**src/rtl/timer_ctl_pkg.sv**
```systemverilog
package timer_ctl_pkg;

    typedef enum logic [1:0] {
        V_EN   = 2'd0,
        V_STOP = 2'd1,
        V_FLAG = 2'd2,
        V_MASK = 2'd3
    } vsel_e;

    typedef enum logic [1:0] {
        A_NONE = 2'd0,
        A_BASE = 2'd1,
        A_SET  = 2'd2,
        A_CLR  = 2'd3
    } acc_e;

    typedef struct packed {
        vsel_e sel;
        acc_e  acc;
    } dec_t;

    // offsets decoded by software drivers; kept fixed
    localparam logic [7:0] OFS_EN_BASE   = 8'h00;
    localparam logic [7:0] OFS_EN_SET    = 8'h04;
    localparam logic [7:0] OFS_EN_CLR    = 8'h08;
    localparam logic [7:0] OFS_STOP_BASE = 8'h0C;
    localparam logic [7:0] OFS_STOP_SET  = 8'h1C;
    localparam logic [7:0] OFS_STOP_CLR  = 8'h2C;
    localparam logic [7:0] OFS_FLAG_BASE = 8'h10;
    localparam logic [7:0] OFS_FLAG_SET  = 8'h14;
    localparam logic [7:0] OFS_FLAG_CLR  = 8'h18;
    localparam logic [7:0] OFS_MASK_BASE = 8'h20;
    localparam logic [7:0] OFS_MASK_SET  = 8'h24;
    localparam logic [7:0] OFS_MASK_CLR  = 8'h28;

endpackage

```
**src/rtl/timer_ctl_decode.sv**
```systemverilog
module timer_ctl_decode
    import timer_ctl_pkg::*;
#(
    parameter int AW = 8
) (
    input  logic [AW-1:0] addr,
    output dec_t          dec
);

    always_comb begin
        dec.sel = V_EN;
        dec.acc = A_NONE;
        unique case (addr)
            AW'(OFS_EN_BASE):   begin dec.sel = V_EN;   dec.acc = A_BASE; end
            AW'(OFS_EN_SET):    begin dec.sel = V_EN;   dec.acc = A_SET;  end
            AW'(OFS_EN_CLR):    begin dec.sel = V_EN;   dec.acc = A_CLR;  end
            AW'(OFS_STOP_BASE): begin dec.sel = V_STOP; dec.acc = A_BASE; end
            AW'(OFS_STOP_SET):  begin dec.sel = V_STOP; dec.acc = A_SET;  end
            AW'(OFS_STOP_CLR):  begin dec.sel = V_STOP; dec.acc = A_CLR;  end
            AW'(OFS_FLAG_BASE): begin dec.sel = V_FLAG; dec.acc = A_BASE; end
            AW'(OFS_FLAG_SET):  begin dec.sel = V_FLAG; dec.acc = A_SET;  end
            AW'(OFS_FLAG_CLR):  begin dec.sel = V_FLAG; dec.acc = A_CLR;  end
            AW'(OFS_MASK_BASE): begin dec.sel = V_MASK; dec.acc = A_BASE; end
            AW'(OFS_MASK_SET):  begin dec.sel = V_MASK; dec.acc = A_SET;  end
            AW'(OFS_MASK_CLR):  begin dec.sel = V_MASK; dec.acc = A_CLR;  end
            default:            begin dec.sel = V_EN;   dec.acc = A_NONE; end
        endcase
    end

endmodule

```
**src/rtl/timer_ctl_vec.sv**
```systemverilog
module timer_ctl_vec #(
    parameter int              DW    = 32,
    parameter logic [DW-1:0]   VALID = '1,
    parameter logic [DW-1:0]   RSTV  = '0
) (
    input  logic          clk,
    input  logic          rst_n,
    input  logic [DW-1:0] sw_set,
    input  logic [DW-1:0] sw_clr,
    input  logic [DW-1:0] hw_set,
    output logic [DW-1:0] q
);

    // hardware and software sets are applied after the clear: set wins
    always_ff @(posedge clk or negedge rst_n) begin
        if (!rst_n) q <= RSTV & VALID;
        else        q <= ((q & ~sw_clr) | sw_set | hw_set) & VALID;
    end

endmodule

```
**src/rtl/timer_ctl_bank.sv**
```systemverilog
module timer_ctl_bank
    import timer_ctl_pkg::*;
#(
    parameter int NCH      = 8,
    parameter int HALF_POS = 16,
    parameter int AW       = 8,
    parameter int DW       = 32
) (
    input  logic           clk,
    input  logic           rst_n,
    input  logic           bus_wr,
    input  logic [AW-1:0]  bus_addr,
    input  logic [DW-1:0]  bus_wdata,
    output logic [DW-1:0]  bus_rdata,
    input  logic [NCH-1:0] evt_full,
    input  logic [NCH-1:0] evt_half,
    output logic [NCH-1:0] chan_en,
    output logic [NCH-1:0] chan_stop,
    output logic           irq
);

    localparam int            NVEC      = 4;
    localparam logic [DW-1:0] CH_BITS   = DW'((64'd1 << NCH) - 64'd1);
    localparam logic [DW-1:0] HALF_BITS = CH_BITS << HALF_POS;
    localparam logic [DW-1:0] IRQ_BITS  = CH_BITS | HALF_BITS;

    dec_t          dec;
    logic [DW-1:0] vq     [NVEC];
    logic [DW-1:0] set_m  [NVEC];
    logic [DW-1:0] clr_m  [NVEC];
    logic [DW-1:0] hw_m   [NVEC];
    logic [DW-1:0] flag_q;
    logic [DW-1:0] mask_q;
    logic          irq_q;

    timer_ctl_decode #(.AW(AW)) u_dec (
        .addr (bus_addr),
        .dec  (dec)
    );

    for (genvar g = 0; g < NVEC; g++) begin : g_vec
        localparam logic [DW-1:0] VALID = (g >= 2) ? IRQ_BITS : CH_BITS;
        localparam logic [DW-1:0] RSTV  = (g == 3) ? IRQ_BITS : '0;

        always_comb begin
            set_m[g] = '0;
            clr_m[g] = '0;
            if (bus_wr && dec.sel == vsel_e'(g)) begin
                if (dec.acc == A_SET) set_m[g] = bus_wdata;
                if (dec.acc == A_CLR) clr_m[g] = bus_wdata;
            end
            if (g == 2) hw_m[g] = (DW'(evt_half) << HALF_POS) | DW'(evt_full);
            else        hw_m[g] = '0;
        end

        timer_ctl_vec #(.DW(DW), .VALID(VALID), .RSTV(RSTV)) u_vec (
            .clk    (clk),
            .rst_n  (rst_n),
            .sw_set (set_m[g]),
            .sw_clr (clr_m[g]),
            .hw_set (hw_m[g]),
            .q      (vq[g])
        );
    end

    assign flag_q = vq[V_FLAG];
    assign mask_q = vq[V_MASK];

    always_ff @(posedge clk or negedge rst_n) begin
        if (!rst_n) irq_q <= 1'b0;
        else        irq_q <= |(flag_q & ~mask_q);
    end

    always_comb begin
        bus_rdata = '0;
        if (dec.acc != A_NONE) bus_rdata = vq[dec.sel];
    end

    assign chan_en   = vq[V_EN][NCH-1:0];
    assign chan_stop = vq[V_STOP][NCH-1:0];
    assign irq       = irq_q;

endmodule

```
**config.mk**
```make
export PLATFORM = sky130hd
export DESIGN_NAME = timer_ctl_bank
export DESIGN_NICKNAME = d
export VERILOG_FILES = /design/src/rtl/timer_ctl_pkg.sv /design/src/rtl/timer_ctl_decode.sv /design/src/rtl/timer_ctl_vec.sv /design/src/rtl/timer_ctl_bank.sv
export SDC_FILE = /design/constraint.sdc
export NUM_CORES = 1
export LEC_CHECK = 0
export BUFFER_PORTS_ARGS = -buffer_cell sky130_fd_sc_hd__buf_2
export CAP_MARGIN = 15
export CORE_AREA = 2 2 126 67
export CTS_BUF_LIST = sky130_fd_sc_hd__clkbuf_4
export CTS_CLUSTER_SIZE = 14
export DETAILED_ROUTE_END_ITERATION = 8
export DIE_AREA = 0 0 128 69
export PLACE_DENSITY_LB_ADDON = 0.2
export REMOVE_ABC_BUFFERS = 1
export SYNTH_ARGS = -nofsm -noshare
export SYNTH_HDL_FRONTEND = slang
export SYNTH_SLANG_ARGS = --single-unit
```
**constraint.sdc**
```tcl
create_clock -name clk -period 2.1 [get_ports clk]
set_input_delay 0.21 -clock clk [delete_from_list [all_inputs] [get_ports clk]]
set_output_delay 0.21 -clock clk [all_outputs]
set_load 0.005 [all_outputs]
```
==> results of run 1 <==
==> metal layers <==
layer | routed length, µm | share of wire, %
met2 | 4220 | 42
met5 | 0 | 0
met1 | 5020 | 50
met4 | 90 | 0.90
met3 | 681 | 6.8
==> metrics by stage <==
step                hold slack [ns]  setup slack (ns)
CTS                          0.0551            0.0921
detailed placement            0.236            0.0896
global placement              0.233            0.0984
floorplan                   -0.0856             -1.04
global route                 0.0660            0.0326
finish                       0.0729             0.117
==> power groups by stage <==
stage / Sequential (mW) / Clock (mW) / Combinational [mW]
floorplan: 1.07 / 0 / 0.179
global placement: 1.08 / 0 / 0.397
detailed placement: 1.08 / 0 / 0.405
CTS: 1.07 / 0.496 / 0.407
global route: 1.08 / 0.530 / 0.445
finish: 1.07 / 0.475 / 0.411
==> state kept, by name, indices dropped and copies added (netlist names) <==
name and flops:
g_vec.u_vec.q 48, irq 1
==> placed cells by master (no fill, tap or decap), drive strengths merged <==
master,Yosys,layout
nand3,4,4
buf,29,104
nor2b,12,12
nand2,17,17
dlygate4sd3,0,1
inv,5,5
clkinv,0,2
dfstp,16,16
mux2,32,32
nor3b,1,1
a221o,8,8
a2111oi,4,4
mux2i,24,24
nor4,48,48
nand4,1,1
xnor2,2,2
a22o,8,8
nor2,16,16
conb,1,16
a21o,3,3
dfrtp,33,33
nand2b,3,3
nand3b,8,8
clkbuf,20,6
nor3,9,9
or4,1,1
a211oi,17,17
==> cell type report <==
| type | count | area share (%) |
|---|---|---|
| multi-input cells | 234 | 47.2 |
| flip-flops and latches | 49 | 31.5 |
| repair buffers | 105 | 16.2 |
| well taps | 100 | 3.16 |
| clock buffers | 6 | 1.14 |
| inverters | 5 | 0.475 |
| clock inverters | 2 | 0.253 |
==> logic make-up after synthesis <==
group                     synth area share (%)
and+or+nand+nor                           24.9
muxes                                     17.9
buffers and inverters                     9.03
DFF                                       37.2
AOI/OAI and AO/OA                         10.4
xor gates and xnor gates                 0.522
other                                    0.112
==> worst max-delay path by stage <==
stage | endpoint | cells past startpoint
after CTS | bus_rdata[16] | 7
final | bus_rdata[16] | 7
after detailed placement | g_vec[1].u_vec.q[1] | 5
after global placement | g_vec[1].u_vec.q[1] | 5
after global routing | bus_rdata[16] | 7
after floorplan | g_vec[3].u_vec.q[0] | 3
==> timing repair <==
action                                 4_1_cts  5_1_grt
endpoints found under the hold margin       15        0
hold buffers                                 1        0
buffers inserted                             0        2
setup endpoints to repair                    0        1
==> worst max-delay path: stages <==
cell    delay (ns)
buf_2         0.09
or4_4         0.61
buf_4         0.21
nor3_2        0.15
buf_4         0.21
a22o_1        0.17
buf_2         0.11
==> qor.txt, run 1 <==
flops & latches, synth = 49
ys flop type = dfrtp_1
clock transition at the registers of the reported paths = 0.15 ns
CTS Buf Count = 5
pin count of the biggest net entering global routing = 41
Tightest Pin Transition = 0.723 ns
share of cells above drive strength 1 = 47.4%
Cell Int Power = 1.32 mW
First DRT Iteration DRCs = 187
synthesized instance count = 322
total track usage = 23.5%
Worst R2R Setup Slack = 0.46 ns
synthesized area = 3350 µm²
slew margin rel. = 50.5%
Storage cell area = 1250 µm²
most frequent cells after synthesis = dfrtp_1, mux2_2, nor4_2, mux2i_1, nor4_1
fmax = 504 MHz
non-filler cells, final = 501
Port Buf Inserts = 75
CTS root buf = clkbuf_4
# nets final = 459
ys async rst share = 100%
crit path max fanout = 8
DR DRC count = 0
Final ANT Viol Nets = 0
row count = 23
Final GP Congestion = 0.871
Static Leak = 1.56 nW
critical path type = input port to output port
Layout area overhead = 17.9%
vias in the first global route = 2938
Max Cap Viol = 0
buffer depth of the longest clock path = 2
PD cells = 494 nW/µm²
die width = 128 µm
antenna cells = 0
sequential share of power = 54.6%
HP Class = input port to flop
most common cell in the netlist = dfrtp_1
global route hottest layer = met1
total power = 1.95 mW
design area = 3950 µm²
CTS H-tree lvls = 2
first-pass GRT wire length = 16.1 mm
r2r worst-path depth = 4
routed via count = 2960
CTS tree = done
Post-DP Area = 3870 µm²
Hold Path End = g_vec[2].u_vec.q[6]
Post-synth EDFFs = 0
routed wire length = 10.0 mm
Synth area leaders = dfrtp_1, dfstp_2, mux2_2, nor4_2, mux2i_1
net switching power = 0.631 mW
Seq/Total Area, Yosys = 37.2%
peak supply drop = 186 µV
beginning of the worst hold path = evt_full[6]
crit path time final = 1.98 ns
Slew Limit Fails = 0
I/O Pins = 108
clk_lat worst skew = 0.40 ns
syn avg cell area = 10.4 µm²
initial antenna violation count = 0
Critical Path End Type = output port
crit path DAT = 1.77 ns
outcome = complete, no violations
# fillers = 743
area of the multi-input gates = 1870 µm²
final setup violation count = 0
routed len/inst = 20.0 µm
worst r2r src = g_vec[3].u_vec.q[18]
Fin. Hold Viols = 0
RR Endpoint = irq
core box area = 7710 µm²
Yosys cell types = 31
hold depth = 3
RSZ-0062 raised after global routing = no
Post-DP HPWL = 7.03 mm
power share of the clock group = 24.3%
met1 usage = 35.2%
die height = 69 µm
dpl cells = 490
Yosys top cell area share = 24.6%
clk_skew = 0.00818 ns
met3 usage in global routing = 5.43%
post_cts resized = 0
initial core utilization = 43.5%
setup tns final = 0 ns
Worst Setup SP = bus_addr[0]
DR pass1 iterations = 4
CP Data Required Time = 1.89 ns
period utilization = 94.4%
met2 Track Usage GR = 34.3%
Critical Path Start Type = input port
vias per cell = 5.91
Die Area = 8830 µm²
Sw Ratio = 32.3%
yosys warns = 0
Core Util, Final = 51.3%
cell taking the most area after synthesis = dfrtp_1
# clock sinks = 49
Congestion Overflow GR = 0
combinational share of power = 21.0%
No activity file was read; power rests on OpenSTA's default activity.
==> run 2: changes to the inputs <==
--- a/config.mk
+++ b/config.mk
@@ -5,13 +5,14 @@
 export SDC_FILE = /design/constraint.sdc
 export NUM_CORES = 1
 export LEC_CHECK = 0
+export ABC_AREA = 1
 export BUFFER_PORTS_ARGS = -buffer_cell sky130_fd_sc_hd__buf_2
 export CAP_MARGIN = 15
-export CORE_AREA = 2 2 126 67
+export CORE_AREA = 2 2 122 65
 export CTS_BUF_LIST = sky130_fd_sc_hd__clkbuf_4
 export CTS_CLUSTER_SIZE = 14
 export DETAILED_ROUTE_END_ITERATION = 8
-export DIE_AREA = 0 0 128 69
+export DIE_AREA = 0 0 124 67
 export PLACE_DENSITY_LB_ADDON = 0.2
 export REMOVE_ABC_BUFFERS = 1
 export SYNTH_ARGS = -nofsm -noshare
==> run 2 against run 1 <==
Effect of this change:
- power decreased by 9.2%
- synthesized cell count is 40% higher
- die area shrank 5.9%
- via count rose by 8.3%
- critical endpoint is now bus_rdata[7]
- non-clock buffer count shrank 4
- combinational power fell by 23%
==> qor.txt, run 2 <==
outcome = complete, no violations
HP Class = input port to flop
Most flops, register = g_vec.u_vec.q
DR DRC count = 0
Worst R2R Setup Slack = 0.94 ns
Max Cap Viol = 0
die height = 67 µm
most common cell in the netlist = nand2_1
syn avg cell area = 7.06 µm²
clk_skew = 0.0123 ns
Post-DP HPWL = 6.67 mm
Synth area leaders = dfrtp_1, nand2_1, dfstp_2, o21ai_1, o21ai_0
vias per cell = 5.05
pin count of the biggest net entering global routing = 50
First DRT Iteration DRCs = 254
CP Data Required Time = 1.89 ns
PD cells = 469 nW/µm²
CTS Buf Count = 5
I/O Pins = 108
design area = 3780 µm²
slew margin rel. = 55.8%
routed wire length = 9.19 mm
CTS H-tree lvls = 2
Die Area = 8310 µm²
Sw Ratio = 29.8%
Yosys top cell area share = 26.0%
crit path DAT = 1.73 ns
CTS tree = done
routed len/inst = 14.5 µm
synthesized instance count = 450
critical path type = input port to output port
buffer depth of the longest clock path = 2
postcts setup bufs = 0
ys flop type = dfrtp_1
cell taking the most area after synthesis = dfrtp_1
total power = 1.77 mW
Post-Place Worst Slack = 0.162 ns
most frequent cells in the layout = nand2_1, buf_2, o21ai_1, nor2_1
antenna cells = 0
initial core utilization = 44.4%
# nets final = 597
RSZ-0062 raised after global routing = no
vias in the first global route = 2791
ys async rst share = 100%
Congestion Overflow GR = 0
fmax = 515 MHz
Tightest Pin Transition = 0.663 ns
clock transition at the registers of the reported paths = 0.13 ns
Yosys cell types = 30
clk_lat worst skew = 0.38 ns
peak supply drop = 234 µV
Port Buf Inserts = 75
Layout area overhead = 18.9%
core box area = 7160 µm²
Largest register FFs = 48
synthesized area = 3180 µm²
Fin. Hold Viols = 0
DR pass1 iterations = 4
Final ANT Viol Nets = 0
setup tns final = 0 ns
Cell Int Power = 1.25 mW
Critical Path End Type = output port
Static Leak = 1.86 nW
die width = 124 µm
final setup violation count = 0
Critical Path Start Type = input port
Post-DP Area = 3640 µm²
net switching power = 0.529 mW
yosys warns = 0
final setup margin = 0.159 ns
power share of the clock group = 24.5%
Final GP Congestion = 0.863
initial antenna violation count = 0
Seq/Total Area, Yosys = 39.2%
# clock sinks = 49
crit path time final = 1.94 ns
sequential share of power = 57.6%
row count = 22
most common cell after layout, fill and taps aside = nand2_1
Slew Limit Fails = 0
CTS root buf = clkbuf_4
period utilization = 92.4%
Post-synth EDFFs = 0
crit path max fanout = 11
total track usage = 23.3%
share of cells above drive strength 1 = 26.2%
most frequent cells after synthesis = nand2_1, o21ai_1, nor2_1, inv_1, o21ai_0
flops & latches, synth = 49
first-pass GRT wire length = 14.3 mm
combinational share of power = 17.8%
routed via count = 3205
## run 2: logic make-up (layout without fill, tap and decap cells)
family,Yosys count,after routing,synth area share (%)
flops,49,49,39.2
compound gates,97,97,16.5
simple gates,224,224,31.5
buf+inv,79,153,12.7
other cells,1,16,0.118
## run 2: worst paths after layout
| kind | start | end | depth (start not counted) |
|---|---|---|---|
| setup / recovery | bus_addr[5] | bus_rdata[7] | 12 |
| hold / removal | evt_half[2] | g_vec[2].u_vec.q[18] | 3 |
| setup reg to reg | g_vec[3].u_vec.q[0] | irq | 5 |
| hold reg to reg | g_vec[3].u_vec.q[20] | g_vec[3].u_vec.q[20] | 2 |
| max in group asynchronous | rst_n | g_vec[2].u_vec.q[3] | 3 |
| min in group asynchronous | rst_n | g_vec[0].u_vec.q[2] | 3 |
## run 2: final cells by class
class	instances	area, µm²
clock inverter	3	12.5
multi-input combinational	337	1590
inverter	44	165
sequential	49	1250
tap	96	120
clock buffer	5	37.5
fill	752	3380
timing repair buffer	101	603
## run 2: stage by stage
stage               util [%]  std cells  hold WS, ns
floorplan                  -        430      -0.0856
global placement        50.8        619        0.357
detailed placement      50.8        619        0.363
CTS                     52.7        635      0.00626
global route            52.8        635      0.00121
finish                  52.8        635       0.0190
## run 2: worst max-delay path, stage by stage
cell and delay (ns):
buf_2 0.12, inv_2 0.09, nand2_1 0.06, nor2_1 0.16, nand2_1 0.07, nand2_1 0.10, nand2_4 0.15, nand2_4 0.14
buf_4 0.19, nand2_1 0.07, a21oi_1 0.21, buf_2 0.16
## run 2: timing repair
item | in CTS | in global routing
hold buffers | 8 | 0
endpoints found under the hold margin | 40 | 0
endpoints found under the setup margin | 0 | 3
gates resized for setup | 0 | 2
## run 2: layer usage
layer / GRT usage (%) / part of all wire, % / up-vias
li1: - / - / 1617
met1: 35.6 / 49 / 1453
met2: 33.1 / 40 / 131
met3: 6.16 / 9.9 / 4
met4: 3.37 / 0.38 / 0
met5: 0 / 0 / -
## run 2: power groups by stage
stage | sequential [mW] | combinational, mW | clock (mW)
after floorplan | 1.03 | 0.147 | 0
after global placement | 1.04 | 0.298 | 0
after detailed placement | 1.04 | 0.303 | 0
after CTS | 1.02 | 0.315 | 0.455
after global routing | 1.03 | 0.356 | 0.497
final | 1.02 | 0.316 | 0.435
==> run 3: changes to the inputs <==
--- a/config.mk
+++ b/config.mk
@@ -8,11 +8,11 @@
 export ABC_AREA = 1
 export BUFFER_PORTS_ARGS = -buffer_cell sky130_fd_sc_hd__buf_2
 export CAP_MARGIN = 15
-export CORE_AREA = 2 2 122 65
+export CORE_AREA = 2 2 114 61
 export CTS_BUF_LIST = sky130_fd_sc_hd__clkbuf_4
 export CTS_CLUSTER_SIZE = 14
 export DETAILED_ROUTE_END_ITERATION = 8
-export DIE_AREA = 0 0 124 67
+export DIE_AREA = 0 0 116 63
 export PLACE_DENSITY_LB_ADDON = 0.2
 export REMOVE_ABC_BUFFERS = 1
 export SYNTH_ARGS = -nofsm -noshare
==> run 3 against run 2 <==
Effect of this change:
- critical path depth did not move
- clock skew shrank 0.0015 ns
- global-route usage rose by 2.5 points
- hold slack worse by 0.0020 ns
- first-iteration DRC count decreased by 9.1%
- clock power rose by 33%
- wire length decreased by 0.89%
- die area down 12%
- largest power group unchanged
==> qor.txt, run 3 (synthesis results as in run 2) <==
postcts setup bufs = 0
peak supply drop = 246 µV
CTS Buf Count = 5
vias in the first global route = 2955
Worst R2R Setup Slack = 0.93 ns
die height = 63 µm
DR DRC count = 0
most common cell after layout, fill and taps aside = nand2_1
period utilization = 91.6%
r2r worst-path depth = 4
most frequent cells in the layout = nand2_1, buf_2, o21ai_1, nor2_1
net switching power = 0.542 mW
pin count of the biggest net entering global routing = 31
DR pass1 iterations = 5
power share of the clock group = 29.9%
routed len/inst = 14.3 µm
CP endpoint = bus_rdata[6]
Worst Setup SP = bus_addr[4]
clock transition at the registers of the reported paths = 0.15 ns
Critical Path Start Type = input port
die width = 116 µm
clk_lat worst skew = 0.37 ns
Most flops, register = g_vec.u_vec.q
antenna cells = 0
global route hottest layer = met2
Final ANT Viol Nets = 0
Critical Path End Type = output port
routed via count = 3314
I/O Pins = 108
Layout area overhead = 21.7%
final setup violation count = 0
initial core utilization = 50.0%
non-filler cells, final = 638
slew margin rel. = 52.9%
crit path max fanout = 15
First DRT Iteration DRCs = 231
met3 usage in global routing = 8.05%
CTS H-tree lvls = 2
CTS root buf = clkbuf_4
Tightest Pin Transition = 0.707 ns
met2 Track Usage GR = 37.9%
RSZ-0062 raised after global routing = no
total power = 1.93 mW
sequential share of power = 53.1%
HP Class = input port to flop
Max Cap Viol = 0
PD cells = 500 nW/µm²
# clock sinks = 49
total track usage = 25.8%
Congestion Overflow GR = 0
Slew Limit Fails = 0
crit path time final = 1.92 ns
share of cells above drive strength 1 = 26.4%
hold_ws = 0.0169 ns
Die Area = 7310 µm²
Sw Ratio = 28.0%
RR Endpoint = irq
beginning of the worst hold path = evt_full[4]
CTS tree = done
Post-DP HPWL = 6.75 mm
core box area = 6360 µm²
crit path DAT = 1.71 ns
Port Buf Inserts = 75
outcome = complete, no violations
Fin. Hold Viols = 0
vias per cell = 5.19
CP Data Required Time = 1.89 ns
dpl cells = 617
Largest register FFs = 48
# nets final = 604
combinational share of power = 17.1%
Final GP Congestion = 0.842
initial antenna violation count = 0
clk_skew = 0.0108 ns
routed wire length = 9.11 mm
fmax = 520 MHz
buffer depth of the longest clock path = 2
met1 usage = 37.3%
Cell Int Power = 1.39 mW
first-pass GRT wire length = 14.5 mm
row count = 21
setup tns final = 0 ns
worst r2r src = g_vec[3].u_vec.q[21]
critical path type = input port to output port
Static Leak = 1.89 nW
run 3: changes by cell type in the layout (fill, tap and decap cells not counted), sizes merged:
cell         previous run  this run
clkinv                  3         1
clkbuf                  5         6
buf                    93        95
bufinv                  0         1
dlygate4sd3             8        13
run 3: power groups by stage:
stage	combinational, mW	clock (mW)	sequential, mW
2_1_floorplan	0.147	0	1.03
3_3_place_gp	0.299	0	1.04
3_5_place_dp	0.309	0	1.04
4_1_cts	0.329	0.590	1.03
5_1_grt	0.371	0.625	1.03
6_report	0.330	0.578	1.03
run 3: final cells by class:
cell class / instances / area, µm²
clock inverters: 2 / 33.8
clock buffers: 6 / 45.0
multi-input cells: 337 / 1590
inverters: 44 / 165
well taps: 92 / 115
repair buffers: 108 / 668
fillers: 639 / 2490
flip-flops and latches: 49 / 1250
run 3: what timing repair did:
action	CTS	global route
hold endpoints to repair	31	1
gates resized for setup	0	1
endpoints found under the setup margin	0	1
hold buffers	12	1
run 3: worst max-delay path, stage by stage:
cell	delay (ns)
buf_2	0.13
inv_2	0.10
nand2_1	0.06
nor2_1	0.19
o211ai_2	0.15
nand2_4	0.20
buf_4	0.18
nand2_1	0.05
o21ai_0	0.07
nand2_1	0.07
a21oi_1	0.17
buf_2	0.15
run 3: routing by layer:
metal / part of all wire, % / vias to the layer above
li1: - / 1643
met1: 47 / 1500
met2: 42 / 158
met3: 11 / 13
met4: 0.93 / 0
met5: 0 / -
run 3: worst min-delay path by stage:
stage	to	cells after the start
floorplan	g_vec[0].u_vec.q[0]	0
global placement	g_vec[0].u_vec.q[7]	1
detailed placement	g_vec[0].u_vec.q[7]	1
CTS	g_vec[2].u_vec.q[4]	3
global route	g_vec[2].u_vec.q[0]	3
finish	g_vec[2].u_vec.q[4]	3
run 3: per-stage QoR:
stage	instance area, µm²	util [%]	setup WS, ns
detailed placement	3650	57.4	0.201
finish	3870	60.8	0.175
CTS	3850	60.5	0.195
global placement	3650	57.4	0.234
floorplan	3000	-	0.289
global route	3870	60.8	0.00917
